`src/rtl/clk_gate_pkg.sv`:
```
package clk_gate_pkg;

  typedef enum logic {
    TIMING_PCI = 1'b0,
    TIMING_CPU = 1'b1
  } timing_e;

endpackage

```
`src/rtl/cg_sync.sv`:
```
// Falling-edge synchronizer chain; resets to the "stopped" value 0.
module cg_sync #(
  parameter int STAGES = 2
) (
  input  logic clk,
  input  logic rst,
  input  logic d_async,
  output logic q
);
  logic [STAGES-1:0] chain;

  always_ff @(negedge clk) begin
    if (rst) chain <= '0;
    else     chain <= {chain[STAGES-2:0], d_async};
  end

  assign q = chain[STAGES-1];
endmodule

```
`src/rtl/cg_delay.sv`:
```
// Optional extra falling-edge stages for processor-style latency.
module cg_delay #(
  parameter int DEPTH = 0
) (
  input  logic clk,
  input  logic rst,
  input  logic d,
  output logic q
);
  generate
    if (DEPTH == 0) begin : g_pass
      logic [0:0] unused_clk;
      assign unused_clk = {clk & rst};
      assign q = d;
    end else if (DEPTH == 1) begin : g_one
      logic stage;
      always_ff @(negedge clk) begin
        if (rst) stage <= 1'b0;
        else     stage <= d;
      end
      assign q = stage;
    end else begin : g_many
      logic [DEPTH-1:0] stages;
      always_ff @(negedge clk) begin
        if (rst) stages <= '0;
        else     stages <= {stages[DEPTH-2:0], d};
      end
      assign q = stages[DEPTH-1];
    end
  endgenerate
endmodule

```
`src/rtl/cg_min_en_mon.sv`:
```
// Measures each enabled run of the synchronized request; sticky flag on short runs.
module cg_min_en_mon #(
  parameter int MIN_CNT = 10
) (
  input  logic clk,
  input  logic rst,
  input  logic hold,
  input  logic req,
  output logic viol
);
  localparam int CW = $clog2(MIN_CNT + 1);

  logic          req_d;
  logic [CW-1:0] run_len;

  always_ff @(negedge clk) begin
    if (rst) begin
      req_d   <= 1'b0;
      run_len <= '0;
      viol    <= 1'b0;
    end else if (hold) begin
      req_d   <= req;
      run_len <= '0;
    end else begin
      req_d <= req;
      if (req) begin
        if (run_len != CW'(MIN_CNT)) run_len <= run_len + 1'b1;
      end else begin
        run_len <= '0;
      end
      if (req_d && !req && (run_len < CW'(MIN_CNT))) viol <= 1'b1;
    end
  end
endmodule

```
`src/rtl/clk_stop_gate.sv`:
```
module clk_stop_gate #(
  parameter clk_gate_pkg::timing_e MODE = clk_gate_pkg::TIMING_PCI,
  parameter int SYNC_STAGES = 2,
  parameter int CPU_EXTRA   = 2,
  parameter int PCI_MIN_EN  = 10,
  parameter int CPU_MIN_EN  = 100
) (
  input  logic clk_src,
  input  logic rst,
  input  logic stop_n,
  input  logic pwr_dn,
  output logic clk_gated,
  output logic clk_free,
  output logic min_en_viol
);
  localparam bit IS_CPU = (MODE == clk_gate_pkg::TIMING_CPU);
  localparam int DELAY  = IS_CPU ? CPU_EXTRA : 0;
  localparam int MIN_EN = IS_CPU ? CPU_MIN_EN : PCI_MIN_EN;

  logic req_sync;
  logic gate_en;
  logic pd_q;

  cg_sync #(.STAGES(SYNC_STAGES)) u_sync (
    .clk(clk_src), .rst(rst), .d_async(stop_n), .q(req_sync)
  );

  cg_delay #(.DEPTH(DELAY)) u_delay (
    .clk(clk_src), .rst(rst), .d(req_sync), .q(gate_en)
  );

  cg_min_en_mon #(.MIN_CNT(MIN_EN)) u_mon (
    .clk(clk_src), .rst(rst), .hold(pd_q), .req(req_sync), .viol(min_en_viol)
  );

  // Power-down is registered on the low phase so that release gives a full pulse.
  always_ff @(negedge clk_src) begin
    if (rst) pd_q <= 1'b0;
    else     pd_q <= pwr_dn;
  end

  assign clk_gated = clk_src & gate_en & ~pd_q & ~pwr_dn;
  assign clk_free  = clk_src & ~pd_q & ~pwr_dn;
endmodule

```
`config.mk`:
```
export PLATFORM = sky130hd
export DESIGN_NAME = clk_stop_gate
export DESIGN_NICKNAME = d
export VERILOG_FILES = /design/src/rtl/clk_gate_pkg.sv /design/src/rtl/cg_sync.sv /design/src/rtl/cg_delay.sv /design/src/rtl/cg_min_en_mon.sv /design/src/rtl/clk_stop_gate.sv
export SDC_FILE = /design/constraint.sdc
export NUM_CORES = 1
export LEC_CHECK = 0
export BUFFER_PORTS_ARGS = -buffer_cell sky130_fd_sc_hd__clkbuf_2
export CAP_MARGIN = 20
export CORE_AREA = 3 3 40 42
export DETAILED_ROUTE_END_ITERATION = 7
export DIE_AREA = 0 0 43 45
export MAX_ROUTING_LAYER = met4
export PLACE_DENSITY = 0.59
export SKIP_CTS_REPAIR_TIMING = 1
export SLEW_MARGIN = 25
export SYNTH_ARGS = -nofsm -noshare
export SYNTH_HDL_FRONTEND = slang
export SYNTH_HIERARCHICAL = 1
export SYNTH_SLANG_ARGS = --single-unit
```
`constraint.sdc`:
```
create_clock -name clk_src -period 2.4 [get_ports clk_src]
set_input_delay 0.48 -clock clk_src [delete_from_list [all_inputs] [get_ports clk_src]]
set_output_delay 0.48 -clock clk_src [all_outputs]
set_load 0.005 [all_outputs]
```
==> flow_summary.yaml <==
outcome:
  status: "finished, violations left"
  violations: "negative setup slack"
worst_setup_path:
  cp_num_cells: 2
  path_cells: "and4bb_1 -> clkbuf_2"
  cpLargestDelayFamily: "flip-flops"
  critPathBufInv: 1
  critical_path_class: "reg2out"
  cp.arrival_ns: 2.33
  worstRegToRegCells: 5
  cp_slowest_cell: "dfxtp_2"
  critPathMaxFanout: 3
  required_ns: 1.92
  end_kind: "output port"
  worst_path_largest_cell_delay_ns: 0.32
  start_kind: "flip-flop"
floorplanning:
  chipHeight_um: 45
  dieWidth_um: 43
  ioPinCount: 7
  rows: 13
  start_util: 0.306
  core_um2: 1280
  dieArea_um2: 1940
yosys:
  synth_area_per_cell_um2: 10.1
  ys_ff_latch: 9
  synth_top_cell_area_share: 0.459
  synth_top_cell_by_area: "dfxtp_1"
  yosysSeqAreaShare: 0.459
  syn_area_um2: 393
  synthCells: 39
  synth-async-reset-ratio: 0
  ys_types: 22
  synth_flop_cell: "dfxtp_1"
  synth_most_common_cell: "dfxtp_1"
  synth.area.top_cells: "dfxtp_1 46%, ha_1 6.4%, nand3b_4 5.1%"
  synthTopCellsByCount: "9 x dfxtp_1, 4 x inv_1, 4 x nor2_1"
  synth_edf_count: 0
  yosysWarnings: 6
  syn_nets: 45
placement:
  dp_hpwl_um: 474
  placed_area_um2: 442
  finalWeightedCongestion: 0.647
  dp_slack_ns: 0.0602
  port_buffers: 6
grt:
  grtUsageTotal: 0.101
  grt_max_degree: 6
  grt_antenna_before_repair: 0
  grt_pass1_vias: 376
  grt_overflow_total: 0
  grt_pass1_wl_mm: 1.26
clock_network:
  clk_latency_ns: 0.44
  clk_pin_slew_worst_paths_ns: 0.04
  cts_tree: "yes"
timing:
  skew_ns: 0.0158
  setup_violations: 6
  slew_headroom: 0.866
  worst_slew_pin_slew_ns: 0.200
  rsz0062_at_grt: "true"
  hold_viol_final: 0
  slew_violations: 0
  finalSetupTns_ns: -0.883
  worst_slack_ns: -0.411
cells_and_area:
  fin_area_um2: 536
  area_growth_pct: 36.3
  fillers: 143
  final_util: 0.417
  antennaDiodeCount: 0
  final_layout_size_suffix_gt1_frac: 0.361
  nNetsFinal: 67
power:
  seqPwrFrac: 0.341
  p_int_uw: 335
  pwr-share-clk: 0.631
  power_density_nw_per_um2: 860
  netSwitchingFraction: 0.273
  power.switching_uw: 126
  p_leak_nw: 0.299
  p_comb_frac: 0.028
  peakVddDrop_v: 0.000360
  power_uw: 461
routing:
  vias_per_cell: 4.28
  drtPass1Iterations: 4
  wl_per_cell_um: 10.3
  ant_nets: 0
  post-route-drc-count: 0
  wirelength_um: 780
  drtIter0Drc: 3
  num_vias: 325
hold_path:
  min_path_cells: 1
  hold_class: "reg2reg"
run:
  drv_cap: 0
==> stage by stage <==
step / hold WS, ns / std cells
5_1_grt: 0.437 / 76
3_5_place_dp: 0.435 / 60
4_1_cts: 0.437 / 75
6_report: 0.429 / 76
2_1_floorplan: 0.414 / 39
3_3_place_gp: 0.422 / 60
==> state kept, by name, summed over array words and instances (netlist names) <==
register / flops
u_mon/run_len: 4
u_sync/chain: 2
pd_q: 1
u_mon/req_d: 1
u_mon/viol: 1
==> final cells by class <==
type                    instances  area (um2)  share of cell area
multi-input cells              25         190               0.355
flip-flops and latches          9         184               0.343
clock buffers                  10        66.3               0.124
clock inverters                10        37.5              0.0701
repair buffers                  6        35.0              0.0654
well taps                      15        18.8              0.0350
inverters                       1        3.75             0.00701
==> worst paths after layout <==
kind,start,end,slack (ns)
worst min-delay path,u_sync/chain[0],u_sync/chain[1],0.43
worst max register to register,u_mon/run_len[0],u_mon/run_len[1],1.31
worst min register to register,u_sync/chain[0],u_sync/chain[1],0.43
worst max-delay path,pd_q,clk_gated,-0.41
==> power by group through the flow <==
stage          clock network, mW  registers [mW]  logic, mW
5_1_grt                    0.326           0.157     0.0143
2_1_floorplan             0.0420           0.158    0.00594
4_1_cts                    0.309           0.157     0.0111
3_3_place_gp              0.0487           0.159     0.0110
6_report                   0.291           0.157     0.0128
3_5_place_dp              0.0487           0.159     0.0109
==> logic make-up after synthesis <==
| family | after synthesis | synth area share |
|---|---|---|
| adder cells (fa/ha/maj) | 2 | 0.0637 |
| buffers and inverters | 5 | 0.0573 |
| flip-flops | 9 | 0.459 |
| XOR/XNOR | 2 | 0.0446 |
| AND/OR/NAND/NOR | 17 | 0.303 |
| AO/OA/AOI/OAI | 4 | 0.0732 |
==> layout by cell type, fill, tap and decap left out, types with 2 or more instances in the layout <==
master,synthesis,routed
dfxtp_2,0,3
inv_1,4,11
ha_1,2,2
nor2b_1,3,3
buf_4,1,2
clkbuf_4,0,7
dfxtp_1,9,6
nor2_1,4,4
clkbuf_2,0,6
==> routing by layer <==
| metal | GRT usage | routed length [um] |
|---|---|---|
| met1 | 0.0678 | 322 |
| met2 | 0.141 | 400 |
| met3 | 0.0717 | 50 |
| met4 | 0.151 | 8 |
| met5 | - | 0 |
Note: power is estimated with default switching activity, not from simulation.
